### src/rtl/crt_raster_pkg.sv
package crt_raster_pkg;

  typedef enum logic [2:0] {
    SEG_LEAD   = 3'd0,
    SEG_LEFT   = 3'd1,
    SEG_ACTIVE = 3'd2,
    SEG_RIGHT  = 3'd3,
    SEG_TAIL   = 3'd4
  } seg_e;

  localparam int unsigned DEF_LINE_LEN = 63;
  localparam int unsigned DEF_MARGIN   = 3;
  localparam int unsigned DEF_RISE     = 230;
  localparam int unsigned DEF_FALL     = 220;
  localparam int unsigned DEF_FRAME    = 310;

endpackage

### src/rtl/crt_raster_hcount.sv
module crt_raster_hcount
  import crt_raster_pkg::*;
#(
  parameter int L_W       = 6,
  parameter int MG_W      = 3,
  parameter int SE_W      = 8,
  parameter int CHAR_PIX  = 8,
  parameter int ACT_CHARS = 40,
  parameter int PIX_W     = 9,
  parameter int RST_LEN   = 63,
  parameter int RST_MG    = 3,
  parameter int RST_RISE  = 230,
  parameter int RST_FALL  = 220
) (
  input  logic             clk,
  input  logic             rst,
  input  logic [L_W-1:0]   cfg_len,
  input  logic [MG_W-1:0]  cfg_margin,
  input  logic [SE_W-1:0]  cfg_rise,
  input  logic [SE_W-1:0]  cfg_fall,
  input  logic             cfg_comp,
  output logic [PIX_W-1:0] hpos,
  output logic             line_end,
  output seg_e             seg,
  output logic             hs_level,
  output logic             hs_positive,
  output logic             second_half,
  output logic             comp_mode
);

  localparam int SH        = $clog2(CHAR_PIX);
  localparam int SPW       = SE_W + 2;
  localparam int CW        = ((PIX_W > SPW) ? PIX_W : SPW) + 2;
  localparam int ACT_PIX   = ACT_CHARS * CHAR_PIX;
  localparam int LEAD_PIX  = CHAR_PIX;

  logic [L_W-1:0]  len_q;
  logic [MG_W-1:0] mg_q;
  logic [SE_W-1:0] su_q;
  logic [SE_W-1:0] sd_q;
  logic            comp_q;

  logic [CW-1:0] hx, hlen, mwid, act_lo, act_hi, rgt_hi, rise_at, fall_at;

  always_comb begin
    hx      = CW'(hpos);
    hlen    = (CW'(len_q) + CW'(1)) << SH;
    mwid    = (CW'(mg_q) + CW'(1)) << SH;
    act_lo  = CW'(LEAD_PIX) + mwid;
    act_hi  = act_lo + CW'(ACT_PIX);
    rgt_hi  = act_hi + mwid;
    rise_at = (CW'(su_q) + CW'(1)) << 1;
    fall_at = (CW'(sd_q) + CW'(1)) << 1;
  end

  always_comb begin
    if (hx < CW'(LEAD_PIX))  seg = SEG_LEAD;
    else if (hx < act_lo)    seg = SEG_LEFT;
    else if (hx < act_hi)    seg = SEG_ACTIVE;
    else if (hx < rgt_hi)    seg = SEG_RIGHT;
    else                     seg = SEG_TAIL;
  end

  always_comb begin
    line_end    = (hx == hlen - CW'(1));
    hs_positive = (su_q < sd_q);
    if (hs_positive) hs_level = (hx >= rise_at) && (hx < fall_at);
    else             hs_level = !((hx >= fall_at) && (hx < rise_at));
    second_half = (hx >= (hlen >> 1));
    comp_mode   = comp_q;
  end

  always_ff @(posedge clk) begin
    if (rst) begin
      hpos   <= '0;
      len_q  <= L_W'(RST_LEN);
      mg_q   <= MG_W'(RST_MG);
      su_q   <= SE_W'(RST_RISE);
      sd_q   <= SE_W'(RST_FALL);
      comp_q <= 1'b0;
    end else if (line_end) begin
      hpos   <= '0;
      len_q  <= cfg_len;
      mg_q   <= cfg_margin;
      su_q   <= cfg_rise;
      sd_q   <= cfg_fall;
      comp_q <= cfg_comp;
    end else begin
      hpos   <= hpos + PIX_W'(1);
    end
  end

endmodule

### src/rtl/crt_raster_vcount.sv
module crt_raster_vcount #(
  parameter int F_W   = 9,
  parameter int LN_W  = 10,
  parameter int RST_F = 310
) (
  input  logic            clk,
  input  logic            rst,
  input  logic            line_end,
  input  logic [F_W-1:0]  cfg_frame,
  input  logic            cfg_interlace,
  output logic [LN_W-1:0] vline,
  output logic            field_odd
);

  logic [F_W-1:0] f_q;
  logic           last_line;

  assign last_line = (vline == LN_W'(f_q) + LN_W'(1));

  always_ff @(posedge clk) begin
    if (rst) begin
      vline     <= '0;
      f_q       <= F_W'(RST_F);
      field_odd <= 1'b0;
    end else if (line_end) begin
      if (last_line) begin
        vline     <= '0;
        f_q       <= cfg_frame;
        field_odd <= cfg_interlace ? ~field_odd : 1'b0;
      end else begin
        vline <= vline + LN_W'(1);
      end
    end
  end

endmodule

### src/rtl/crt_raster_sync.sv
module crt_raster_sync #(
  parameter int LN_W     = 10,
  parameter int VS_LINES = 3
) (
  input  logic [LN_W-1:0] vline,
  input  logic            field_odd,
  input  logic            second_half,
  input  logic            hs_level,
  input  logic            hs_positive,
  input  logic            comp_mode,
  output logic            vs_act,
  output logic            sync_pin
);

  localparam logic [LN_W-1:0] VSL = LN_W'(VS_LINES);

  logic even_vs, odd_vs, hs_act, cs_act;

  always_comb begin
    even_vs  = (vline < VSL);
    odd_vs   = ((vline == '0) && second_half) ||
               ((vline != '0) && (vline < VSL)) ||
               ((vline == VSL) && !second_half);
    vs_act   = field_odd ? odd_vs : even_vs;
    hs_act   = hs_positive ? hs_level : ~hs_level;
    cs_act   = hs_act ^ vs_act;
    if (comp_mode) sync_pin = hs_positive ? cs_act : ~cs_act;
    else           sync_pin = hs_level;
  end

endmodule

### src/rtl/crt_raster_gen.sv
module crt_raster_gen
  import crt_raster_pkg::*;
#(
  parameter int L_W       = 6,
  parameter int MG_W      = 3,
  parameter int SE_W      = 8,
  parameter int F_W       = 9,
  parameter int CHAR_PIX  = 8,
  parameter int ACT_CHARS = 40,
  parameter int VS_LINES  = 3,
  parameter int RST_LEN   = int'(DEF_LINE_LEN),
  parameter int RST_MG    = int'(DEF_MARGIN),
  parameter int RST_RISE  = int'(DEF_RISE),
  parameter int RST_FALL  = int'(DEF_FALL),
  parameter int RST_F     = int'(DEF_FRAME),
  localparam int PIX_W    = L_W + $clog2(CHAR_PIX),
  localparam int LN_W     = F_W + 1
) (
  input  logic             clk,
  input  logic             rst,
  input  logic [L_W-1:0]   cfg_line_len,
  input  logic [MG_W-1:0]  cfg_margin,
  input  logic [SE_W-1:0]  cfg_sync_rise,
  input  logic [SE_W-1:0]  cfg_sync_fall,
  input  logic [F_W-1:0]   cfg_frame_lines,
  input  logic             cfg_interlace,
  input  logic             cfg_composite,
  output logic [PIX_W-1:0] pix_x,
  output logic [LN_W-1:0]  line_cnt,
  output logic             active,
  output logic             margin,
  output logic             hsync,
  output logic             vsync,
  output logic             sync_out,
  output logic             field_odd
);

  logic [PIX_W-1:0] hpos;
  logic             line_end, hs_level, hs_positive, second_half, comp_mode;
  seg_e             seg;
  logic [LN_W-1:0]  vline;
  logic             fld, vs_act, sync_pin;

  crt_raster_hcount #(
    .L_W(L_W), .MG_W(MG_W), .SE_W(SE_W), .CHAR_PIX(CHAR_PIX),
    .ACT_CHARS(ACT_CHARS), .PIX_W(PIX_W), .RST_LEN(RST_LEN),
    .RST_MG(RST_MG), .RST_RISE(RST_RISE), .RST_FALL(RST_FALL)
  ) u_h (
    .clk(clk), .rst(rst),
    .cfg_len(cfg_line_len), .cfg_margin(cfg_margin),
    .cfg_rise(cfg_sync_rise), .cfg_fall(cfg_sync_fall),
    .cfg_comp(cfg_composite),
    .hpos(hpos), .line_end(line_end), .seg(seg),
    .hs_level(hs_level), .hs_positive(hs_positive),
    .second_half(second_half), .comp_mode(comp_mode)
  );

  crt_raster_vcount #(.F_W(F_W), .LN_W(LN_W), .RST_F(RST_F)) u_v (
    .clk(clk), .rst(rst), .line_end(line_end),
    .cfg_frame(cfg_frame_lines), .cfg_interlace(cfg_interlace),
    .vline(vline), .field_odd(fld)
  );

  crt_raster_sync #(.LN_W(LN_W), .VS_LINES(VS_LINES)) u_s (
    .vline(vline), .field_odd(fld), .second_half(second_half),
    .hs_level(hs_level), .hs_positive(hs_positive), .comp_mode(comp_mode),
    .vs_act(vs_act), .sync_pin(sync_pin)
  );

  always_ff @(posedge clk) begin
    if (rst) begin
      pix_x     <= '0;
      line_cnt  <= '0;
      active    <= 1'b0;
      margin    <= 1'b0;
      hsync     <= 1'b0;
      vsync     <= 1'b0;
      sync_out  <= 1'b0;
      field_odd <= 1'b0;
    end else begin
      pix_x     <= hpos;
      line_cnt  <= vline;
      active    <= (seg == SEG_ACTIVE);
      margin    <= (seg == SEG_LEFT) || (seg == SEG_RIGHT);
      hsync     <= hs_level;
      vsync     <= vs_act;
      sync_out  <= sync_pin;
      field_odd <= fld;
    end
  end

endmodule

### config.mk
export PLATFORM = sky130hd
export DESIGN_NAME = crt_raster_gen
export DESIGN_NICKNAME = d
export VERILOG_FILES = /design/src/rtl/crt_raster_pkg.sv /design/src/rtl/crt_raster_hcount.sv /design/src/rtl/crt_raster_vcount.sv /design/src/rtl/crt_raster_sync.sv /design/src/rtl/crt_raster_gen.sv
export SDC_FILE = /design/constraint.sdc
export NUM_CORES = 1
export LEC_CHECK = 0
export CORE_UTILIZATION = 38
export CTS_BUF_LIST = sky130_fd_sc_hd__clkbuf_16
export CTS_CLUSTER_SIZE = 40
export DETAILED_ROUTE_END_ITERATION = 12
export MAX_ROUTING_LAYER = met4
export PLACE_DENSITY = 0.62
export RECOVER_POWER = 50
export SLEW_MARGIN = 10
export SYNTH_ARGS = -nofsm -noshare
export SYNTH_HDL_FRONTEND = slang
export SYNTH_SLANG_ARGS = --single-unit
### constraint.sdc
create_clock -name clk -period 9.5 [get_ports clk]
set_clock_uncertainty 0.2 [all_clocks]
set_input_delay 1.9 -clock clk [delete_from_list [all_inputs] [get_ports clk]]
set_output_delay 1.9 -clock clk [all_outputs]
set_load 0.01 [all_outputs]
==> impl_metrics.env <==
export IMPL_clockBufferDepth=2
export IMPL_port_buffers=62
export IMPL_setup_viol=0
export IMPL_root_buffer="clkbuf_16"
export IMPL_viasPerCell=5.30
export IMPL_seqPwrFrac=0.499
export IMPL_clock_latency_ps=340
export IMPL_yosysSeqAreaShare=0.323
export IMPL_core_mm2=0.0127
export IMPL_syn_avg_cell_area_um2=8.93
export IMPL_vias=4166
export IMPL_worstSetupEndpointType="flop"
export IMPL_min_period_ps=4890
export IMPL_status="finished, violations left"
export IMPL_async_flop_share=0
export IMPL_n_antenna_cell=0
export IMPL_design_area_mm2=0.00596
export IMPL_violations="max-capacitance violations, max-slew violations"
export IMPL_gr_total_overflow=0
export IMPL_cts_resized=0
export IMPL_grt_max_degree=88
export IMPL_netlist_area_mm2=0.00496
export IMPL_place_hpwl_mm=8.31
export IMPL_tightestPinTransition_ps=3340
export IMPL_die_height_um=116
export IMPL_yosysUniqueCellTypes=53
export IMPL_multi_input_area_mm2=0.00309
export IMPL_switching_share=0.219
export IMPL_cap_violations=1
export IMPL_finalCritPeriodShare=0.515
export IMPL_place_ws_ps=6040
export IMPL_drv_slew=88
export IMPL_clk_pin_slew_ps=60
export IMPL_cp_arrival_ps=4920
export IMPL_io_pins=63
export IMPL_p_switching_mw=0.149
export IMPL_post_cts_buffers=0
export IMPL_dieWidth_um=116
export IMPL_synth_main_ff_cell="dfxtp_1"
export IMPL_slowest_stage="clkbuf_1"
export IMPL_startpoint_type="input port"
export IMPL_finalHoldViolCount=0
export IMPL_numCtsBuffers=9
export IMPL_die_area_mm2=0.0135
export IMPL_cp_slowest_stage_delay_ps=2340
export IMPL_drive_above_1_share=0.0375
export IMPL_routedWlPerCell_um=14.2
export IMPL_synth_edf_count=0
export IMPL_syn_num_nets=649
export IMPL_place_gp_congestion=0.826
export IMPL_clock_fmax_ghz=0.204
export IMPL_netlist_area_leader_share=0.323
export IMPL_rsz0062_at_grt="no"
export IMPL_final_core_util=0.470
export IMPL_final_nets=704
export IMPL_cts_max_level=3
export IMPL_crit_path_cell_trace="buf_2, clkbuf_1, nor2_1, mux2_4"
export IMPL_fin_ws_ps=4610
export IMPL_ys_seq_elements=80
export IMPL_drtIter0Drc=183
export IMPL_ctsHoldBuffers=0
export IMPL_start_util=0.391
export IMPL_antenna_found_initial=0
export IMPL_path_max_fanout=87
export IMPL_n_fill_cell=1223
export IMPL_cts_sinks=80
export IMPL_peakVddDrop_uv=72.2
export IMPL_wl_mm=11.2
export IMPL_yosysTopAreaCell="dfxtp_1"
export IMPL_clock_power_share=0.450
export IMPL_stdcell_count=786
export IMPL_internal_power_mw=0.532
export IMPL_critPathKind="input port to flop"
export IMPL_cts_tree="done"
export IMPL_place_inst=771
export IMPL_rows=41
export IMPL_required_ps=9530
export IMPL_relSlewSlack=-1.23
export IMPL_syn2layout_area_growth_pct=20.1
export IMPL_regArea_mm2=0.00160
export IMPL_grt_pass1_vias=3986
export IMPL_track_usage=0.184
export IMPL_ant_nets=0
export IMPL_hp_class="flop to flop"
export IMPL_syn_instance_count=555
export IMPL_p_leak_nw=2.48
export IMPL_fin_setup_tns_ps=0
export IMPL_p_per_area_mw_per_mm2=114
export IMPL_yosys_warnings=0
export IMPL_synthTopCellsByArea="dfxtp_1 (32%), ha_1 (14%), nor2_1 (4.5%)"
export IMPL_grt_pass1_wl_mm=18.8
export IMPL_placed_cell_area_mm2=0.00570
export IMPL_drc=0
export IMPL_firstDrtPassIters=4
export IMPL_pwr_share_comb=0.051
[metal layers]
layer  wire, um  vias up  share of wire  track usage
li1           -     2093              -            -
met1       5260     1957           0.47        0.224
met2       5230       98           0.47        0.293
met3        460       18          0.041       0.0493
met4        201        0          0.018       0.0641
met5          0        -              0            -
[cells in the final DEF, fill, tap and decap left out, types with 2 or more instances in the layout]
cell type        instances
nor3_1                   6
and2_1                   3
xnor3_1                  2
xnor2_1                 25
o311ai_0                 2
a311oi_1                 3
nand3_1                 30
a21o_1                  13
nor4_1                   8
o2111a_1                 2
o32ai_1                  7
nand2b_1                12
and4_1                   3
a21oi_1                 17
o21ai_0                 11
nor2b_1                  9
nor3b_1                  2
inv_1                   41
dfxtp_1                 80
buf_4                    3
a211oi_1                 2
nand4_1                  3
and3_1                   9
a211o_1                 22
and2_0                   9
a2111oi_0                3
mux2i_1                 18
clkdlybuf4s50_1         61
xor2_1                  18
ha_1                    56
or3_1                   16
clkinvlp_4               2
a32o_1                   2
o21a_1                   8
nor2_1                  59
a31oi_1                  2
nand2_1                 16
clkbuf_16                9
[metrics by stage]
step,power (mW),hold slack [ps]
2_1_floorplan,0.360,249
3_3_place_gp,0.381,270
3_5_place_dp,0.382,286
4_1_cts,0.691,299
5_1_grt,0.710,346
6_report,0.681,296
[synthesized netlist by cell type (all sizes together) (6+ instances only)]
library cell,instances
xor2,18
and2,12
nor4,8
a211o,22
mux2i,18
nor2b,9
nor3,6
clkbuf,9
o21a,8
nand2,16
dfxtp,80
a21oi,17
nand3,30
a21o,13
and3,9
buf,13
o32ai,7
or3,16
ha,56
nor2,60
xnor2,25
o21ai,11
inv,40
nand2b,12
[state kept, by name, indices dropped and copies added (netlist names), 3 cells and up]
name	flops
line_cnt	10
u_v.f_q	9
u_h.mg_q	3
u_h.hpos	9
u_h.su_q	8
u_h.len_q	6
pix_x	9
u_h.sd_q	8
u_v.vline	10
[critical path: cells and delay by family]
| family | cells | cell delay (ps) |
|---|---|---|
| multiplexers | 1 | 410 |
| buffers and inverters | 2 | 2420 |
| AND/OR/NAND/NOR | 1 | 150 |
[worst paths after layout]
check	from	to	slack (ps)	depth (start not counted)
worst max-delay path	rst	u_v.field_odd$_SDFFE_PP0P_	4610	4
worst min-delay path	u_h.hpos[0]$_SDFF_PP0_	u_h.hpos[0]$_SDFF_PP0_	300	1
worst min register to register	u_h.hpos[0]$_SDFF_PP0_	u_h.hpos[0]$_SDFF_PP0_	300	1
worst max register to register	u_h.mg_q[0]$_SDFFE_PP1N_	margin$_SDFF_PP0_	5970	14
[power groups by stage]
stage / Clock [mW] / Combinational, mW / Sequential (mW)
after floorplan: 0 / 0.0122 / 0.348
after global placement: 0 / 0.0339 / 0.348
after detailed placement: 0 / 0.0345 / 0.348
after CTS: 0.316 / 0.0347 / 0.340
after global routing: 0.332 / 0.0376 / 0.340
final: 0.307 / 0.0344 / 0.340
[layout make-up]
| cell class | count | area share |
|---|---|---|
| clock buffer | 9 | 0.0378 |
| tap | 172 | 0.0361 |
| inverter | 40 | 0.0252 |
| multi-input combinational | 413 | 0.518 |
| timing repair buffer | 66 | 0.108 |
| clock inverter | 6 | 0.00609 |
| sequential | 80 | 0.269 |
[cell families (layout without fill, tap and decap cells)]
kind of cell    after synthesis  in the layout  synth area share
compound gates              105            105             0.160
xor+xnor                     45             45            0.0850
fa+ha+maj                    56             56             0.141
buf+inv                      62            121            0.0548
flops                        80             80             0.323
mux                          19             19            0.0394
simple gates                188            188             0.196
No activity file was read; power rests on OpenSTA's default activity.
